[src/rtl/osd_cmd_pkg.sv]
package osd_cmd_pkg;
    typedef enum logic [0:0] {FS_IDLE, FS_BITS} front_state_t;
    typedef enum logic [1:0] {DS_ADDR, DS_CHAR, DS_REG} dec_state_t;
    typedef enum logic [1:0] {ES_IDLE, ES_WAIT, ES_FILL} ers_state_t;

    localparam int BYTE_W      = 8;
    localparam int NUM_SLOTS   = 6;
    localparam int HDR_W       = 4;
    localparam int DAT_W       = 7;
    localparam int SLOT_W      = HDR_W + DAT_W;
    localparam int CTRL_W      = NUM_SLOTS * SLOT_W;
    localparam int FIRST_SLOT  = 2;   // command code mapped to slot 0
    localparam int CODE_ADDR   = 0;
    localparam int CODE_CHAR   = 1;
    localparam int CODE_DISP   = 4;   // command holding reset/fill/enable bits
    localparam int DISP_SLOT   = CODE_DISP - FIRST_SLOT;
    localparam int BIT_REGRST  = 3;
    localparam int BIT_FILL    = 2;
    localparam int BIT_ENABLE  = 0;
endpackage

[src/rtl/osd_serial_front.sv]
module osd_serial_front
    import osd_cmd_pkg::*;
#(
    parameter int SYNC_STAGES = 2
) (
    input  logic              clk,
    input  logic              rst_n,
    input  logic              cs_n,
    input  logic              sclk,
    input  logic              sin,
    output logic              byte_stb,
    output logic [BYTE_W-1:0] byte_q,
    output logic              cs_rise
);
    localparam int CNT_W = $clog2(BYTE_W);

    logic [SYNC_STAGES-1:0] cs_sy, ck_sy, di_sy;
    logic cs_d, ck_d;
    logic cs_now, ck_now, din, act, ck_rise;
    logic [CNT_W-1:0]  cnt_q;
    logic [BYTE_W-2:0] sh_q;
    front_state_t state, nxt;

    always_ff @(posedge clk or negedge rst_n) begin
        if (!rst_n) begin
            cs_sy <= '1;
            ck_sy <= '0;
            di_sy <= '0;
            cs_d  <= 1'b1;
            ck_d  <= 1'b0;
        end else begin
            cs_sy <= {cs_sy[SYNC_STAGES-2:0], cs_n};
            ck_sy <= {ck_sy[SYNC_STAGES-2:0], sclk};
            di_sy <= {di_sy[SYNC_STAGES-2:0], sin};
            cs_d  <= cs_now;
            ck_d  <= ck_now;
        end
    end

    assign cs_now  = cs_sy[SYNC_STAGES-1];
    assign ck_now  = ck_sy[SYNC_STAGES-1];
    assign din     = di_sy[SYNC_STAGES-1];
    assign act     = !cs_now;
    assign ck_rise = ck_now && !ck_d;

    always_comb begin
        nxt = state;
        unique case (state)
            FS_IDLE: if (act)  nxt = FS_BITS;
            FS_BITS: if (!act) nxt = FS_IDLE;
        endcase
    end

    always_ff @(posedge clk or negedge rst_n) begin
        if (!rst_n) state <= FS_IDLE;
        else        state <= nxt;
    end

    always_ff @(posedge clk or negedge rst_n) begin
        if (!rst_n) begin
            cnt_q    <= '0;
            sh_q     <= '0;
            byte_q   <= '0;
            byte_stb <= 1'b0;
            cs_rise  <= 1'b0;
        end else begin
            byte_stb <= 1'b0;
            cs_rise  <= cs_now && !cs_d;
            unique case (state)
                FS_IDLE: cnt_q <= '0;
                FS_BITS: begin
                    if (!act) begin
                        cnt_q <= '0;
                    end else if (ck_rise) begin
                        sh_q <= {sh_q[BYTE_W-3:0], din};
                        if (cnt_q == CNT_W'(BYTE_W-1)) begin
                            byte_q   <= {sh_q, din};
                            byte_stb <= 1'b1;
                            cnt_q    <= '0;
                        end else begin
                            cnt_q <= cnt_q + 1'b1;
                        end
                    end
                end
            endcase
        end
    end

    assert_byte_in_frame_R1: assert property (@(posedge clk) disable iff (!rst_n)
        byte_stb |-> $past(act));
endmodule

[src/rtl/osd_erase_seq.sv]
module osd_erase_seq
    import osd_cmd_pkg::*;
#(
    parameter int ROWS       = 12,
    parameter int COLS       = 24,
    parameter int ERASE_STEP = 87
) (
    input  logic                    clk,
    input  logic                    rst_n,
    input  logic                    fill_req,
    input  logic                    disp_on,
    output logic                    fill_we,
    output logic [$clog2(ROWS)-1:0] fill_row,
    output logic [$clog2(COLS)-1:0] fill_col,
    output logic                    fill_busy
);
    localparam int ROW_W  = $clog2(ROWS);
    localparam int COL_W  = $clog2(COLS);
    localparam int STEP_W = $clog2(ERASE_STEP + 1);

    ers_state_t state, nxt;
    logic [STEP_W-1:0] step_q;
    logic step_end, last_cell;

    assign step_end  = (step_q == STEP_W'(ERASE_STEP - 1));
    assign last_cell = (fill_row == ROW_W'(ROWS - 1)) && (fill_col == COL_W'(COLS - 1));

    always_comb begin
        nxt = state;
        unique case (state)
            ES_IDLE: if (fill_req) nxt = ES_WAIT;
            ES_WAIT: if (!disp_on) nxt = ES_FILL;
            ES_FILL: if (step_end && last_cell) nxt = ES_IDLE;
        endcase
    end

    always_ff @(posedge clk or negedge rst_n) begin
        if (!rst_n) state <= ES_IDLE;
        else        state <= nxt;
    end

    always_ff @(posedge clk or negedge rst_n) begin
        if (!rst_n) begin
            step_q   <= '0;
            fill_row <= '0;
            fill_col <= '0;
        end else begin
            unique case (state)
                ES_IDLE, ES_WAIT: begin
                    step_q   <= '0;
                    fill_row <= '0;
                    fill_col <= '0;
                end
                ES_FILL: begin
                    if (step_end) begin
                        step_q <= '0;
                        if (fill_col == COL_W'(COLS - 1)) begin
                            fill_col <= '0;
                            fill_row <= fill_row + 1'b1;
                        end else begin
                            fill_col <= fill_col + 1'b1;
                        end
                    end else begin
                        step_q <= step_q + 1'b1;
                    end
                end
            endcase
        end
    end

    assign fill_busy = (state == ES_FILL);
    assign fill_we   = fill_busy && step_end;

    assert_fill_starts_dark_R9: assert property (@(posedge clk) disable iff (!rst_n)
        $rose(fill_busy) |-> !$past(disp_on));

    generate
        if (ERASE_STEP > 1) begin : g_gap
            assert_fill_spacing_R9: assert property (@(posedge clk) disable iff (!rst_n)
                fill_we |=> !fill_we);
        end
    endgenerate
endmodule

[src/rtl/osd_cmd_decoder.sv]
module osd_cmd_decoder
    import osd_cmd_pkg::*;
#(
    parameter int ROWS = 12,
    parameter int COLS = 24
) (
    input  logic                    clk,
    input  logic                    rst_n,
    input  logic                    byte_stb,
    input  logic [BYTE_W-1:0]       byte_q,
    input  logic                    cs_rise,
    input  logic                    fill_busy,
    output logic                    wr_en,
    output logic [$clog2(ROWS)-1:0] wr_row,
    output logic [$clog2(COLS)-1:0] wr_col,
    output logic [BYTE_W-1:0]       wr_data,
    output logic [1:0]              wr_attr,
    output logic                    fill_req,
    output logic                    disp_on,
    output logic [CTRL_W-1:0]       ctrl_regs
);
    localparam int ROW_W = $clog2(ROWS);
    localparam int COL_W = $clog2(COLS);

    dec_state_t state, nxt;
    logic [ROW_W-1:0]  row_q;
    logic [COL_W-1:0]  col_q;
    logic [1:0]        attr_q;
    logic [2:0]        slot_sel;
    logic              hold_q;
    logic [SLOT_W-1:0] slot_q [NUM_SLOTS];
    logic [2:0]        code;
    logic [3:0]        nib;
    logic [2:0]        code_slot;
    logic              is_cmd;

    assign is_cmd    = byte_q[BYTE_W-1];
    assign code      = byte_q[6:4];
    assign nib       = byte_q[3:0];
    assign code_slot = code - 3'(FIRST_SLOT);

    always_comb begin
        nxt = state;
        if (cs_rise) begin
            nxt = DS_ADDR;
        end else if (byte_stb) begin
            unique case (state)
                DS_CHAR: nxt = DS_CHAR;
                DS_ADDR, DS_REG: begin
                    if (is_cmd) begin
                        if (code == 3'(CODE_ADDR))      nxt = DS_ADDR;
                        else if (code == 3'(CODE_CHAR)) nxt = DS_CHAR;
                        else                            nxt = DS_REG;
                    end
                end
            endcase
        end
    end

    always_ff @(posedge clk or negedge rst_n) begin
        if (!rst_n) state <= DS_ADDR;
        else        state <= nxt;
    end

    always_ff @(posedge clk or negedge rst_n) begin
        if (!rst_n) begin
            row_q    <= '0;
            col_q    <= '0;
            attr_q   <= '0;
            slot_sel <= '0;
            hold_q   <= 1'b0;
            fill_req <= 1'b0;
            for (int i = 0; i < NUM_SLOTS; i++) slot_q[i] <= '0;
        end else begin
            fill_req <= 1'b0;
            if (cs_rise) begin
                hold_q <= 1'b0;
            end else if (byte_stb) begin
                unique case (state)
                    DS_CHAR: begin
                        if (!fill_busy) begin
                            if (col_q == COL_W'(COLS - 1)) begin
                                col_q <= '0;
                                row_q <= (row_q == ROW_W'(ROWS - 1)) ? '0 : row_q + 1'b1;
                            end else begin
                                col_q <= col_q + 1'b1;
                            end
                        end
                    end
                    DS_ADDR, DS_REG: begin
                        if (is_cmd) begin
                            if (code == 3'(CODE_ADDR)) begin
                                if (int'(nib) < ROWS) row_q <= ROW_W'(nib);
                            end else if (code == 3'(CODE_CHAR)) begin
                                attr_q <= byte_q[1:0];
                            end else begin
                                slot_sel <= code_slot;
                                if (code == 3'(CODE_DISP) && nib[BIT_REGRST]) begin
                                    for (int i = 0; i < NUM_SLOTS; i++) slot_q[i] <= '0;
                                    hold_q <= 1'b1;
                                end else if (!hold_q) begin
                                    slot_q[code_slot][SLOT_W-1:DAT_W] <= nib;
                                end
                                if (code == 3'(CODE_DISP) && nib[BIT_FILL]) fill_req <= 1'b1;
                            end
                        end else if (state == DS_ADDR) begin
                            if (int'(byte_q[4:0]) < COLS) col_q <= COL_W'(byte_q[4:0]);
                        end else if (!hold_q) begin
                            slot_q[slot_sel][DAT_W-1:0] <= byte_q[DAT_W-1:0];
                        end
                    end
                endcase
            end
        end
    end

    assign wr_en   = byte_stb && (state == DS_CHAR) && !cs_rise && !fill_busy;
    assign wr_row  = row_q;
    assign wr_col  = col_q;
    assign wr_data = byte_q;
    assign wr_attr = attr_q;
    assign disp_on = slot_q[DISP_SLOT][BIT_ENABLE];

    generate
        for (genvar g = 0; g < NUM_SLOTS; g++) begin : g_slot
            assign ctrl_regs[g*SLOT_W +: SLOT_W] = slot_q[g];
        end
    endgenerate

    assert_char_lock_R4: assert property (@(posedge clk) disable iff (!rst_n)
        (state == DS_CHAR && !cs_rise) |=> state == DS_CHAR);
    assert_cs_rise_addr_R5: assert property (@(posedge clk) disable iff (!rst_n)
        cs_rise |=> state == DS_ADDR);
    assert_hold_freezes_R8: assert property (@(posedge clk) disable iff (!rst_n)
        (hold_q && !cs_rise) |=> $stable(ctrl_regs));
endmodule

[src/rtl/osd_cmd_rx.sv]
module osd_cmd_rx
    import osd_cmd_pkg::*;
#(
    parameter int ROWS        = 12,
    parameter int COLS        = 24,
    parameter int ERASE_STEP  = 87,
    parameter int SYNC_STAGES = 2
) (
    input  logic                    clk,
    input  logic                    rst_n,
    input  logic                    cs_n,
    input  logic                    sclk,
    input  logic                    sin,
    output logic                    ram_we,
    output logic [$clog2(ROWS)-1:0] ram_row,
    output logic [$clog2(COLS)-1:0] ram_col,
    output logic [7:0]              ram_data,
    output logic [1:0]              ram_attr,
    output logic                    erase_busy,
    output logic [65:0]             ctrl_regs
);
    localparam int ROW_W = $clog2(ROWS);
    localparam int COL_W = $clog2(COLS);

    logic              byte_stb, cs_rise;
    logic [BYTE_W-1:0] byte_q;
    logic              dec_we, fill_req, disp_on, fill_we;
    logic [ROW_W-1:0]  dec_row, fill_row;
    logic [COL_W-1:0]  dec_col, fill_col;
    logic [BYTE_W-1:0] dec_data;
    logic [1:0]        dec_attr;

    osd_serial_front #(.SYNC_STAGES(SYNC_STAGES)) u_front (
        .clk(clk), .rst_n(rst_n), .cs_n(cs_n), .sclk(sclk), .sin(sin),
        .byte_stb(byte_stb), .byte_q(byte_q), .cs_rise(cs_rise)
    );

    osd_cmd_decoder #(.ROWS(ROWS), .COLS(COLS)) u_dec (
        .clk(clk), .rst_n(rst_n), .byte_stb(byte_stb), .byte_q(byte_q),
        .cs_rise(cs_rise), .fill_busy(erase_busy),
        .wr_en(dec_we), .wr_row(dec_row), .wr_col(dec_col),
        .wr_data(dec_data), .wr_attr(dec_attr),
        .fill_req(fill_req), .disp_on(disp_on), .ctrl_regs(ctrl_regs)
    );

    osd_erase_seq #(.ROWS(ROWS), .COLS(COLS), .ERASE_STEP(ERASE_STEP)) u_erase (
        .clk(clk), .rst_n(rst_n), .fill_req(fill_req), .disp_on(disp_on),
        .fill_we(fill_we), .fill_row(fill_row), .fill_col(fill_col),
        .fill_busy(erase_busy)
    );

    always_comb begin
        if (erase_busy) begin
            ram_we   = fill_we;
            ram_row  = fill_row;
            ram_col  = fill_col;
            ram_data = 8'hFF;
            ram_attr = 2'b00;
        end else begin
            ram_we   = dec_we;
            ram_row  = dec_row;
            ram_col  = dec_col;
            ram_data = dec_data;
            ram_attr = dec_attr;
        end
    end

    assert_ram_in_grid_R6: assert property (@(posedge clk) disable iff (!rst_n)
        ram_we |-> (int'(ram_row) < ROWS && int'(ram_col) < COLS));
    assert_no_char_in_fill_R10: assert property (@(posedge clk) disable iff (!rst_n)
        erase_busy |-> !dec_we);
    assert_fill_after_req_R9: assert property (@(posedge clk) disable iff (!rst_n)
        $rose(erase_busy) |-> !$past(byte_stb));
endmodule

[config.mk]
export PLATFORM = sky130hd
export DESIGN_NAME = osd_cmd_rx
export DESIGN_NICKNAME = d
export VERILOG_FILES = /design/src/rtl/osd_cmd_pkg.sv /design/src/rtl/osd_serial_front.sv /design/src/rtl/osd_erase_seq.sv /design/src/rtl/osd_cmd_decoder.sv /design/src/rtl/osd_cmd_rx.sv
export SDC_FILE = /design/constraint.sdc
export NUM_CORES = 1
export LEC_CHECK = 0
export ABC_AREA = 1
export BUFFER_PORTS_ARGS = -buffer_cell sky130_fd_sc_hd__buf_2
export CAP_MARGIN = 20
export CORE_ASPECT_RATIO = 0.5
export CORE_MARGIN = 1.5
export CORE_UTILIZATION = 30
export CTS_CLUSTER_DIAMETER = 60
export CTS_CLUSTER_SIZE = 30
export DETAILED_ROUTE_END_ITERATION = 10
export PLACE_DENSITY_LB_ADDON = 0.1
export SLEW_MARGIN = 20
export SYNTH_ARGS = -nofsm -noshare
export SYNTH_HDL_FRONTEND = slang
export SYNTH_SLANG_ARGS = --single-unit
[constraint.sdc]
create_clock -name clk -period 4.8 [get_ports clk]
set_input_delay 0.96 -clock clk [delete_from_list [all_inputs] [get_ports clk]]
set_output_delay 0.96 -clock clk [all_outputs]
set_load 0.01 [all_outputs]
# ---- After elaboration in Yosys (flattened, before gate mapping)
# Index checks and enable logic that the tools add are counted.
dict set report classes {
  shift 0
  muxes 72
  n_bitwise 7
  n_lt_le_gt_ge 6
  n_eq_ne 34
  add_sub_neg 7
  n_reduce_logical 36
  div 0
  mul 0
}
# cell count
set ops {}
lappend ops {{$mux 66} 7}
lappend ops {{$bwmux 66} 2}
lappend ops {{$demux 11 s3} 2}
lappend ops {{$mux 5} 8}
lappend ops {{$mux 4} 9}
lappend ops {{$reduce_and 6->1} 4}
lappend ops {{$ne 2x2->1 const B} 11}
lappend ops {{$mux 1} 20}
lappend ops {{$pmux 5 s2} 2}
lappend ops {{$mux 2} 9}
lappend ops {{$ne 2x1->1 const B} 8}
lappend ops {{$pmux 4 s2} 2}
lappend ops {{$mux 7} 2}
lappend ops {{$pmux 7 s2} 1}
lappend ops {{$logic_and 1x1->1} 12}
lappend ops {{$mux 11} 1}
lappend ops {{$add 5x1->5 const B} 2}
lappend ops {{$eq 5x5->1 const B} 2}
lappend ops {{$mux 3} 3}
lappend ops {{$add 4x1->4 const B} 2}
lappend ops {{$eq 4x4->1 const B} 2}
lappend ops {{$ge 4x4->1 const B} 2}
lappend ops {{$lt 4x1->1 const B} 2}
lappend ops {{$mux 8} 1}
lappend ops {{27 further kinds} 46}
dict set report totals {
  n_memories 0
  elab_cells 190
  latchBits 0
  mem_bits_ro 0
  ff_bits 131
  mem_bits_rw 0
  out_inout_bits 87
  in_bits 5
}

# ---- Longest topological paths before layout
# Gate-level depths: netlist (run 1).
dict set report depth {
  word_depth 12
  ltp_mapped 9
  depth_no_buf 9
}

# ---- By module
# A second synthesis (run 1) with hierarchy kept.
dict set report unflattened {
  cells_unflattened 892
  area_unflattened_um2 6986.7
}
# mod area_per_inst_um2 cells_per_inst instances seq_area_each_um2
set by_module_without_submodules {}
lappend by_module_without_submodules {osd_cmd_decoder 4580.6 610 1 2102.0}
lappend by_module_without_submodules {osd_serial_front 1153.6 107 1 729.4}
lappend by_module_without_submodules {osd_erase_seq 1052.3 130 1 450.4}
lappend by_module_without_submodules {osd_cmd_rx 200.2 45 1 0.0}

# ---- Least setup slack after synthesis (run 1)
# No wires, ideal clock.
dict set report synth_timing {
  path_type {register to output}
  from {register u_erase.state[0]}
  to {output port ram_row[0]}
  path_buffers 2
  path_slack_ps 2399
  stages_incl_launch_ff 7
  t_required_ps 3840
  arrival_time_ps 1441
  cell_sequence {dfrtp_1 inv_1 ha_1 clkbuf_1 clkbuf_1 nor2_1 nor2_1}
}
dict set report synth_via {
  elab_chain_len 2
}
# item line
set synth_rtl {}
lappend synth_rtl {{start, declared} osd_erase_seq.sv:21} ;# ers_state_t state, nxt;
lappend synth_rtl {{start signal, assigned} osd_erase_seq.sv:39} ;# else state <= nxt;
lappend synth_rtl {{$eq 2x2->1} osd_erase_seq.sv:71} ;# assign fill_busy = (state == ES_FILL);
lappend synth_rtl {{via erase_busy} osd_cmd_rx.sv:19} ;# output logic erase_busy,
lappend synth_rtl {{$mux 4} osd_cmd_rx.sv:53} ;# if (erase_busy) begin
lappend synth_rtl {{end, declared} osd_cmd_rx.sv:15} ;# output logic [$clog2(ROWS)-1:0] ram_row,
# The timed path passes the listed nets, and every way through them passes these cells.

# ---- Worst setup path in the final report (run 1)
dict set report layout_timing {
  from {register u_erase.state[0]}
  to {output port ram_we}
}
dict set report layout_via {
  elab_chain_len 4
  word_cells_on_any_way 5
  cone_classes {eq/ne: 1; mux: 1; reduce/logical: 3}
}
# item line
set layout_rtl {}
lappend layout_rtl {{$eq 2x2->1 *} osd_erase_seq.sv:71}
lappend layout_rtl {{$logic_not 1->1} --}
lappend layout_rtl {{$logic_and 1x1->1} osd_cmd_decoder.sv:117} ;# assign wr_en = byte_stb && (state == DS_CHAR) && !cs_rise && !fill_busy;
lappend layout_rtl {{$mux 1 *} osd_cmd_rx.sv:53}
lappend layout_rtl {{end, declared} osd_cmd_rx.sv:14} ;# output logic ram_we,
# Mark *: on every way between the ends. The rest lies on a longest branch, timed or not.

==> results.md, run 1 <==
- Max frequency: 271 MHz
- Setup Viol. Count Final: 0
- Cts hold-fix bufs: 0
- Cts repair resizes: 0
- Port Buffer Count: 91
- Final HPWL from detailed placement: 11700 um
- Hold Startpoint: u_front.ck_sy[0]$_DFF_PN0_
- Switching pwr: 0.559 mW
- Max-slew headroom: 33.9%
- Buf+Inv Stages, Crit Path: 3
- Core area: 21000 um2
- Flops & latches, synth: 131
- Adder-cell share of the synthesized area: 3.05%
- Async SR Flop Fraction: 100%
- R2r startpoint: u_front.byte_q[7]$_DFFE_PN0P_
- Reg2Reg Setup Slack: 1870 ps
- Most area-hungry cell type in the Yosys netlist: dfrtp_1
- Sequential area share after synthesis: 50.0%
- Cell Area, Synth: 6560 um2
- Pwr/cell area: 326 nW/um2
- Final #Nets: 924
- Final wirelength: 17400 um
- Post-CTS setup buffer count: 0
- Clk buf depth: 2
- Post-synthesis compound-gate area fraction: 10.7%
- Vias per inst: 4.52
- # H-tree levels: 4
- Clk sinks: 131
- Mux cell area share after synthesis: 1.20%
- Cell family with most CP delay: adder cells
- Die ar.: 22800 um2
- Antenna violations before repair: 0
- Unique masters post-synth: 34
- Unrepaired setup endpoints after global routing: false
- Final Hold Vio Count: 0
- Endpoint, Worst Hold: u_front.ck_sy[1]$_DFF_PN0_
- Top cells by area, synth: dfrtp_1 49%, nand2_1 15%, o21bai_1 5.5%, inv_1 5.3%, nor2_1 3.7%
- Iteration count of the initial detailed-routing pass: 5
- Mapped Nets: 835
- GRT Residual Overflow: 0
- Post-Synth XOR/XNOR Area: 0.534%
- Root Buffer: clkbuf_16
- Hold path depth: 0
- DRT iter0 DRCs: 263
- Via count: 5459
- Crit-path cells: inv_1 -> ha_1 -> inv_1 -> nor2_1 -> nor2_1 -> buf_2
- Worst r2r path cells: 8
- Cells after Synth: 814
- Crit path DAT: 2730 ps
- Total track usage: 16.4%
- WHS: 353 ps
- Commonest non-fill, non-tap cells in the layout: 260 x nand2_1, 128 x dfrtp_1, 93 x inv_1, 90 x buf_2, 64 x nor2_1
- Lkg Pwr: 4.07 nW
- Gate power share: 1.8%
- Post-layout min period: 3690 ps
- Power share of the sequential group: 44.2%
- Max_cap viols: 0
- Pint: 2.02 mW
- Placed inst area: 7290 um2
- Least-Margin Pin Slew: 991 ps
- Critical path required time: 3840 ps
- Reg clk slew, reported paths: 60 ps
- Sw Ratio: 21.7%
- Status: completed
- Diode count: 0
- WL/cell: 14.4 um
- Starting Density: 31.3%
- Die span in x: 212 um
- Post-synth EDFFs: 0
- Final Wtd Congestion: 0.770
- Clk pwr share: 53.9%
- Worst skew pair latency: 430 ps
- CTS tree: done
- FF-to-FF End: u_dec.ctrl_regs[44]$_DFFE_PN0P_
- Cell Rows: 37
- Startpoint types: flip-flop
- Clk_skew: 8.94 ps
- Critical Path Fanout Max: 29
- Ys flop type: dfrtp_1
- Global-route wire length before repair: 28300 um
- Final Cell Area: 7910 um2
- Peak supply drop: 0.189 mV
- Drt drc: 0
- Remaining antenna violation count: 0
- Setup crit end kind: primary output
- Power Total: 2.58 mW
- Crit-path slowest cell: ha_1
- I/O pins: 92
- Die extent in y: 108 um
- Kind of critical path: reg2out
- Largest family of logic cells by synthesized area: simple AND/OR/NAND/NOR gates
- Largest net degree at the start of global routing: 102
- TNS Setup: 0 ps
- Vias in the first global route: 5341
- Max stage delay on crit path: 700 ps
- Final slew viol count: 0
- Commonest non-fill, non-tap cell in the layout: nand2_1
- Synth warn: 0
- Cts bufs inserted: 17
- Mean area per synthesized cell: 8.06 um2
- Share of layout cells above drive strength 1: 17.4%
- P&R area growth vs syn: 20.6%
- Worst hold path class: reg2reg
- Tcrit/Tclk final: 76.8%
- Post-synth top area share: 48.8%
- Simple-gate area share of the yosys netlist: 26.9%
[power by group through the flow]
| stage | logic, mW | registers [mW] | clock network [mW] |
|---|---|---|---|
| 6_report | 0.0467 | 1.14 | 1.39 |
| 5_1_grt | 0.0556 | 1.14 | 1.48 |
| 4_1_cts | 0.0496 | 1.14 | 1.43 |
| 3_5_place_dp | 0.0495 | 1.16 | 0 |
| 3_3_place_gp | 0.0489 | 1.16 | 0 |
| 2_1_floorplan | 0.0204 | 1.16 | 0 |
[metrics by stage]
stage,cells,worst slack (ps),util (%)
2_1_floorplan,814,2400,-
3_3_place_gp,1176,1640,34.8
3_5_place_dp,1176,1550,34.8
4_1_cts,1208,1070,37.7
5_1_grt,1208,788,37.7
6_report,1208,1110,37.7
[kinds of logic after synthesis]
logic type      count (synthesis)
buf+inv                       126
flops                         131
mux                             7
simple gates                  419
fa+ha+maj                      16
compound gates                111
xor+xnor                        4
[state kept, by name, summed over array words and instances (netlist names), 3 cells and up]
register and count:
u_front.cnt_q 3, u_dec.wr_col 5, u_dec.slot_sel 3, u_dec.wr_row 4
u_erase.fill_row 4, u_front.byte_q 8, u_erase.step_q 7, u_front.sh_q 7
u_dec.ctrl_regs 66, u_erase.fill_col 5
[worst reg2reg max path, cell delays in order, from the launching register on]
cell and delay [ps]:
dfrtp_1 780, inv_2 410, nand2_1 210, inv_2 40, nor2_1 170, nand3_4 550, nor2_2 530, nand2_1 100
nand2_1 100
[per-layer routing]
layer  track usage (%)  routed length, um  vias to the layer above
met5                 0                  0                        -
met3              4.35                637                       17
met2              24.7               7620                       70
met1              22.6               8870                     2581
li1                  -                  -                     2791
met4              5.82                249                        0
[final cells by class]
class                           instances  area (um2)
Clock inverter                         14         186
Inverter                              103         387
Clock buffer                           18         439
Fill cell                            2201       13100
Sequential cell                       131        3280
Tap cell                              292         365
Multi-Input combinational cell        557        2780
Timing Repair Buffer                   93         477
[synthesized netlist by cell type, drive strengths merged (7+ instances only)]
master,n
nor3,16
o21bai,48
ha,16
inv,99
buf,16
nand3,40
clkbuf,7
nand2,262
dfrtp,128
a21oi,15
o21ai,42
nand4,26
nor2,74
mux2,7
[worst max path at each step]
stage | from | endpoint | slack (ps) | depth (start not counted)
5_1_grt | u_erase.state[0]$_DFFE_PN0P_ | ram_we | 790 | 6
4_1_cts | u_erase.state[0]$_DFFE_PN0P_ | ram_we | 1070 | 6
3_3_place_gp | u_erase.state[0]$_DFFE_PN0P_ | ram_we | 1640 | 6
6_report | u_erase.state[0]$_DFFE_PN0P_ | ram_we | 1110 | 6
2_1_floorplan | u_erase.state[0]$_DFFE_PN0P_ | ram_row[0] | 2400 | 6
3_5_place_dp | u_erase.state[0]$_DFFE_PN0P_ | ram_we | 1550 | 6
Power figures use the tool's default switching activity.
==> inputs of run 2 (changes only) <==
Clock period 4.8 ns to 3.1 ns, I/O delays scaled along.
==> run 2 against run 1 <==
Net effect:
- first-iteration DRC count increased by 41%
- clock skew grew 1.6 ps
- register-to-register slack lost 1200 ps
- clock-buffer cell count down 1
- sequential cell count did not move
- largest cell class unchanged
- setup slack worse by 650 ps
- global-route usage increased by 0.056 points
- worst hold slack lost 170 ps
- sequential power up 55%
- final cell count increased by 0.66%
- highest routed layer unchanged
==> results.md, run 2 (synthesis results as in run 1) <==
- Status: completed (unchanged)
- Max-slew headroom: 47.7% (was 33.9%)
- Critical path required time: 2480 ps (was 3840 ps)
- WL/cell: 14.4 um (about the same)
- Kind of critical path: reg2out (unchanged)
- Worst r2r path cells: 8 (unchanged)
- Final wirelength: 17500 um (was 17400 um)
- Crit path DAT: 2020 ps (was 2730 ps)
- Clk sinks: 131 (unchanged)
- Final Wtd Congestion: 0.811 (was 0.770)
- Vias per inst: 4.52 (about the same)
- Via count: 5493 (was 5459)
- P&R area growth vs syn: 22.7% (was 20.6%)
- Die span in x: 212 um (unchanged)
- Worst skew pair latency: 430 ps (about the same)
- Drt drc: 0 (unchanged)
- Post-layout min period: 2640 ps
- Die extent in y: 108 um (unchanged)
- Max frequency: 379 MHz
- Cts hold-fix bufs: 0 (unchanged)
- Diode count: 0 (unchanged)
- Placed inst area: 7350 um2 (was 7290 um2)
- Final #Nets: 932 (was 924)
- Total track usage: 16.4% (about the same)
- Final setup margin: 463 ps (was 1110 ps)
- Share of layout cells above drive strength 1: 18.1% (was 17.4%)
- Final slew viol count: 0 (unchanged)
- Max reg flops: 66 (unchanged)
- Remaining antenna violation count: 0 (unchanged)
- Port Buffer Count: 91 (unchanged)
- Post-CTS setup buffer count: 0 (unchanged)
- Pwr/cell area: 530 nW/um2 (was 326 nW/um2)
- WHS: 183 ps (was 353 ps)
- Vias in the first global route: 5451 (was 5341)
- Cell Rows: 37 (unchanged)
- Final Cell Area: 8050 um2 (was 7910 um2)
- Startpoint types: flip-flop (unchanged)
- Final Hold Vio Count: 0 (unchanged)
- Commonest non-fill, non-tap cells in the layout: 260 x nand2_1, 128 x dfrtp_1, 93 x inv_1, 90 x buf_2, 64 x nor2_1 (unchanged)
- Iteration count of the initial detailed-routing pass: 5 (unchanged)
- Peak supply drop: 0.332 mV (was 0.189 mV)
- Reg clk slew, reported paths: 60 ps (about the same)
- Final cell count without fillers: 1216 (was 1208)
- Setup Viol. Count Final: 0 (unchanged)
- Root Buffer: clkbuf_16 (unchanged)
- Commonest non-fill, non-tap cell in the layout: nand2_1 (unchanged)
- CTS tree: done (unchanged)
- Largest net degree at the start of global routing: 65 (was 102)
- DRT iter0 DRCs: 370 (was 263)
- Global-route wire length before repair: 28700 um (was 28300 um)
- Least-Margin Pin Slew: 782 ps (was 991 ps)
- Lkg Pwr: 4.16 nW (was 4.07 nW)
- Clk buf depth: 2 (unchanged)
- Starting Density: 31.3% (unchanged)
- Clk_skew: 10.5 ps (was 8.94 ps)
- I/O pins: 92 (unchanged)
- Unrepaired setup endpoints after global routing: false (unchanged)
- GRT Residual Overflow: 0 (unchanged)
- Placed cells: 1184 (was 1176)
- # H-tree levels: 4 (unchanged)
- Tcrit/Tclk final: 85.1%
- Die ar.: 22800 um2 (unchanged)
- Worst hold path class: in2async (was reg2reg)
- Setup crit end kind: primary output (unchanged)
- Cts bufs inserted: 17 (unchanged)
- Cts repair resizes: 0 (unchanged)
- Final HPWL from detailed placement: 12300 um (was 11700 um)
- Dpl ws: 682 ps (was 1550 ps)
- TNS Setup: 0 ps (unchanged)
- Max_cap viols: 0 (unchanged)
- Critical Path Fanout Max: 12 (was 29)
- Antenna violations before repair: 0 (unchanged)
- Core area: 21000 um2 (unchanged)
run 2: changes by cell type in the layout (fill, tap and decap cells not counted), moves of 3 or more:
cell	previous run	this run
clkinv_2	4	1
bufinv_16	4	7
clkinvlp_4	5	0
buf_4	2	10
clkinv_4	1	4
inv_6	0	3
run 2: layer usage:
metal	vias to the layer above	global-route usage (%)	share of wire [%]
li1	2791	-	-
met1	2595	22.7	49
met2	87	25.6	45
met3	20	3.97	4.5
met4	0	4.74	1.3
met5	-	0	0
run 2: worst max-delay path, stage by stage, from the launching register on:
cell and delay, ps:
dfrtp_1 410, inv_1 90, ha_1 170, inv_1 210, nor2_1 440, nor2_1 100
buf_2 160
run 2: final cells by class:
type                            count  area (um2)
Clock inverter                     15         277
Fill cell                        2152       12900
Sequential cell                   131        3280
Tap cell                          292         365
Inverter                          103         387
Multi-Input combinational cell    557        2780
Clock buffer                       17         425
Timing Repair Buffer              101         537
run 2: per-stage QoR:
step | util [%] | total power, mW
floorplan | - | 1.82
global placement | 35.0 | 1.88
detailed placement | 35.0 | 1.88
CTS | 38.4 | 4.33
global route | 38.4 | 4.42
finish | 38.4 | 4.26
run 2: report_power, final:
group / leakage (nW) / internal [mW] / switching (mW)
Clock: 0.342 / 1.60 / 0.819
Combinational: 2.02 / 0.0280 / 0.0485
Sequential: 1.80 / 1.74 / 0.0228
run 2: path summary, 6_finish.rpt:
path	end	slack, ps	from
max in group asynchronous	u_dec.ctrl_regs[0]$_DFFE_PN0P_	2150	rst_n
worst max-delay path	ram_we	460	u_erase.state[0]$_DFFE_PN0P_
min in group clk	u_front.cs_sy[0]$_DFF_PN1_	290	cs_n
worst min register to register	u_front.ck_sy[1]$_DFF_PN0_	350	u_front.ck_sy[0]$_DFF_PN0_
worst max register to register	u_dec.ctrl_regs[44]$_DFFE_PN0P_	700	u_front.byte_q[7]$_DFFE_PN0P_
worst min-delay path	u_erase.state[1]$_DFFE_PN0P_	180	rst_n
==> inputs of run 3 (changes only) <==
Settings changed: SYNTH_HIERARCHICAL set to 1.
==> run 3 against run 2 <==
Net effect:
- sequential power hardly changed
- setup slack worse by 110 ps
- clock skew decreased by 4.8 ps
- largest cell class unchanged
- critical path type unchanged
- global-route usage barely moved
==> results.md, run 3 <==
- Setup crit end kind: primary output (unchanged)
- Reg clk slew, reported paths: 50 ps (was 60 ps)
- Post-layout min period: 2750 ps (was 2640 ps)
- Max-slew headroom: 53.5% (was 47.7%)
- Async SR Flop Fraction: 100% (unchanged)
- Root Buffer: clkbuf_16 (unchanged)
- Vias per inst: 4.58 (was 4.52)
- Worst hold path class: in2async (unchanged)
- Number of fill cells: 2444 (was 2152)
- Peak supply drop: 0.226 mV (was 0.332 mV)
- Drt drc: 0 (unchanged)
- Power Total: 3.88 mW (was 4.26 mW)
- WL/cell: 14.3 um (was 14.4 um)
- Setup Viol. Count Final: 0 (unchanged)
- Iteration count of the initial detailed-routing pass: 5 (unchanged)
- I/O pins: 92 (unchanged)
- R2r startpoint: u_front/byte_q[7]$_DFFE_PN0P_ (was u_front.byte_q[7]$_DFFE_PN0P_)
- Global-route wire length before repair: 31100 um (was 28700 um)
- Via count: 5943 (was 5493)
- Final cell count without fillers: 1297 (was 1216)
- Cell Area, Synth: 6990 um2 (was 6560 um2)
- Die span in x: 219 um (was 212 um)
- Cell Rows: 39 (was 37)
- Worst r2r path cells: 9 (was 8)
- # H-tree levels: 4 (unchanged)
- Placed inst area: 7690 um2 (was 7350 um2)
- Cts hold-fix bufs: 0 (unchanged)
- Max frequency: 364 MHz (was 379 MHz)
- Largest net degree at the start of global routing: 59 (was 65)
- Startpoint types: flip-flop (unchanged)
- Least-Margin Pin Slew: 697 ps (was 782 ps)
- CTS tree: done (unchanged)
- Core area: 22800 um2 (was 21000 um2)
- Most area-hungry cell type in the Yosys netlist: dfrtp_1 (unchanged)
- Final wirelength: 18600 um (was 17500 um)
- Pwr/cell area: 468 nW/um2 (was 530 nW/um2)
- Port Buffer Count: 91 (unchanged)
- Unrepaired setup endpoints after global routing: false (unchanged)
- Critical path required time: 2480 ps (about the same)
- Mapped Nets: 914 (was 835)
- Post-synth top area share: 45.8% (was 48.8%)
- Worst skew pair latency: 420 ps (was 430 ps)
- Most frequent cell after synthesis: nand2_1 (unchanged)
- Critical Path Fanout Max: 27 (was 12)
- TNS Setup: 0 ps (unchanged)
- Max stage delay on crit path: 410 ps (was 440 ps)
- Reg2Reg Setup Slack: 620 ps (was 700 ps)
- Pint: 3.06 mW (was 3.37 mW)
- Top cells by area, synth: dfrtp_1 46%, nand2_1 17%, o21bai_1 4.6%, inv_1 4.4%, nor2_1 4.3% (was dfrtp_1 49%, nand2_1 15%, o21bai_1 5.5%, inv_1 5.3%, nor2_1 3.7%)
- Flops & latches, synth: 131 (unchanged)
- Placed cells: 1265 (was 1184)
- Clk buf depth: 2 (unchanged)
- Antenna violations before repair: 0 (unchanged)
- Crit-path slowest cell: dfrtp_1 (was nor2_1)
- Share of layout cells above drive strength 1: 17.1% (was 18.1%)
- Commonest non-fill, non-tap cell in the layout: nand2_1 (unchanged)
- Power share of the sequential group: 45.2% (was 41.5%)
- FF-to-FF End: u_dec/ctrl_regs[13]$_DFFE_PN0P_ (was u_dec.ctrl_regs[44]$_DFFE_PN0P_)
- Final Cell Area: 8290 um2 (was 8050 um2)
- P&R area growth vs syn: 18.6% (was 22.7%)
- Cts repair resizes: 0 (unchanged)
- Ys flop type: dfrtp_1 (unchanged)
- Clk sinks: 131 (unchanged)
- Footprint of the multi-input gates: 3170 um2 (was 2780 um2)
- Total track usage: 16.4% (about the same)
- Crit path DAT: 2130 ps (was 2020 ps)
- Post-synth EDFFs: 0 (unchanged)
- Tcrit/Tclk final: 88.7% (was 85.1%)
- Final HPWL from detailed placement: 12800 um (was 12300 um)
- Final slew viol count: 0 (unchanged)
- Final Hold Vio Count: 0 (unchanged)
- Sw Ratio: 21.1% (was 20.9%)
- Crit-path cells: inv_1 -> ha_1 -> buf_4 -> inv_2 -> nand2_1 -> nand2_1 -> buf_2 (was inv_1 -> ha_1 -> inv_1 -> nor2_1 -> nor2_1 -> buf_2)
- Sequential area share after synthesis: 47.0% (was 50.0%)
- Remaining antenna violation count: 0 (unchanged)
- Clk_skew: 5.69 ps (was 10.5 ps)
- Storage element area: 3280 um2 (unchanged)
- Mean area per synthesized cell: 7.83 um2 (was 8.06 um2)
- Kind of critical path: reg2out (unchanged)
- Clk pwr share: 52.9% (was 56.7%)
- Synth warn: 6 (was 0)
- Die ar.: 24300 um2 (was 22800 um2)
- Most frequent cells after synthesis: 321 x nand2_1, 128 x dfrtp_1, 82 x inv_1 (was 260 x nand2_1, 128 x dfrtp_1, 93 x inv_1)
- GRT Residual Overflow: 0 (unchanged)
- Switching pwr: 0.817 mW (was 0.890 mW)
- Gate power share: 1.9% (was 1.8%)
- Lkg Pwr: 4.32 nW (was 4.16 nW)
- Vias in the first global route: 5974 (was 5451)
- Commonest non-fill, non-tap cells in the layout: 321 x nand2_1, 128 x dfrtp_1, 90 x buf_2, 82 x inv_1, 80 x nor2_1 (was 260 x nand2_1, 128 x dfrtp_1, 93 x inv_1, 90 x buf_2, 64 x nor2_1)
- Max_cap viols: 0 (unchanged)
- Starting Density: 30.6% (was 31.3%)
- Post-CTS setup buffer count: 0 (unchanged)
- DRT iter0 DRCs: 477 (was 370)
- Final #Nets: 999 (was 932)
- Unique masters post-synth: 37 (was 34)
- Cts bufs inserted: 17 (unchanged)
- Die extent in y: 111 um (was 108 um)
- Cells after Synth: 892 (was 814)
- Worst path most repeated cell: nand2_1
- Status: completed (unchanged)
- Diode count: 0 (unchanged)
- Max reg flops: 66 (unchanged)
- Final Wtd Congestion: 0.778 (was 0.811)
==> run 3: how the worst max path moves through the flow <==
stage          cells after the start  slack (ps)                           from                               to
2_1_floorplan                      6        1280   u_erase/state[0]$_DFFE_PN0P_                           ram_we
3_3_place_gp                       9         700  u_front/byte_q[7]$_DFFE_PN0P_  u_dec/ctrl_regs[17]$_DFFE_PN0P_
3_5_place_dp                       9         650  u_front/byte_q[7]$_DFFE_PN0P_  u_dec/ctrl_regs[13]$_DFFE_PN0P_
4_1_cts                            6         310   u_erase/state[0]$_DFFE_PN0P_                           ram_we
5_1_grt                            7         180   u_erase/state[0]$_DFFE_PN0P_                       ram_col[2]
6_report                           7         350   u_erase/state[0]$_DFFE_PN0P_                       ram_col[2]
==> run 3: cell type report <==
type	instances	share of cell area [%]
Clock buffer	28	6.36
Clock inverter	4	0.846
Inverter	91	4.12
Multi-Input combinational cell	640	38.3
Sequential cell	131	39.6
Tap cell	307	4.64
Timing Repair Buffer	96	6.18
==> run 3: kinds of logic (layout without fill, tap and decap cells) <==
logic type | count (synthesis) | after routing | synth area share [%]
and+or+nand+nor | 539 | 539 | 34.2
AOI/OAI and AO/OA | 77 | 77 | 7.27
adders and majority gates | 17 | 17 | 3.04
xor gates and xnor gates | 6 | 6 | 0.752
DFF | 131 | 131 | 47.0
muxes | 1 | 1 | 0.143
buffers and inverters | 121 | 219 | 7.66
==> run 3: power by group through the flow <==
stage | Sequential (mW) | Clock, mW | Combinational (mW)
after floorplan | 1.78 | 0 | 0.0272
after global placement | 1.78 | 0 | 0.0753
after detailed placement | 1.78 | 0 | 0.0764
after CTS | 1.75 | 2.11 | 0.0760
after global routing | 1.76 | 2.20 | 0.0855
final | 1.75 | 2.05 | 0.0718
==> run 3: layer usage <==
layer	up-vias	global-route usage [%]	share of wire, %
met4	0	4.11	1.0
met5	-	0	0
met2	82	25.2	45
met1	2854	23.0	50
met3	12	4.12	4.3
li1	2995	-	-
==> run 3: stage by stage <==
step	util, %	hold WS (ps)	setup slack, ps
finish	36.3	177	351
detailed placement	33.7	336	645
floorplan	-	324	1280
CTS	36.3	183	313
global route	36.3	214	183
global placement	33.7	332	705
==> run 3: worst max-delay path, delay by kind of cell (launching register included) <==
family | cells | cell delay, ps
adder cells (fa/ha/maj) | 1 | 400
flip-flops | 1 | 410
buffers and inverters | 4 | 740
AND/OR/NAND/NOR | 2 | 150
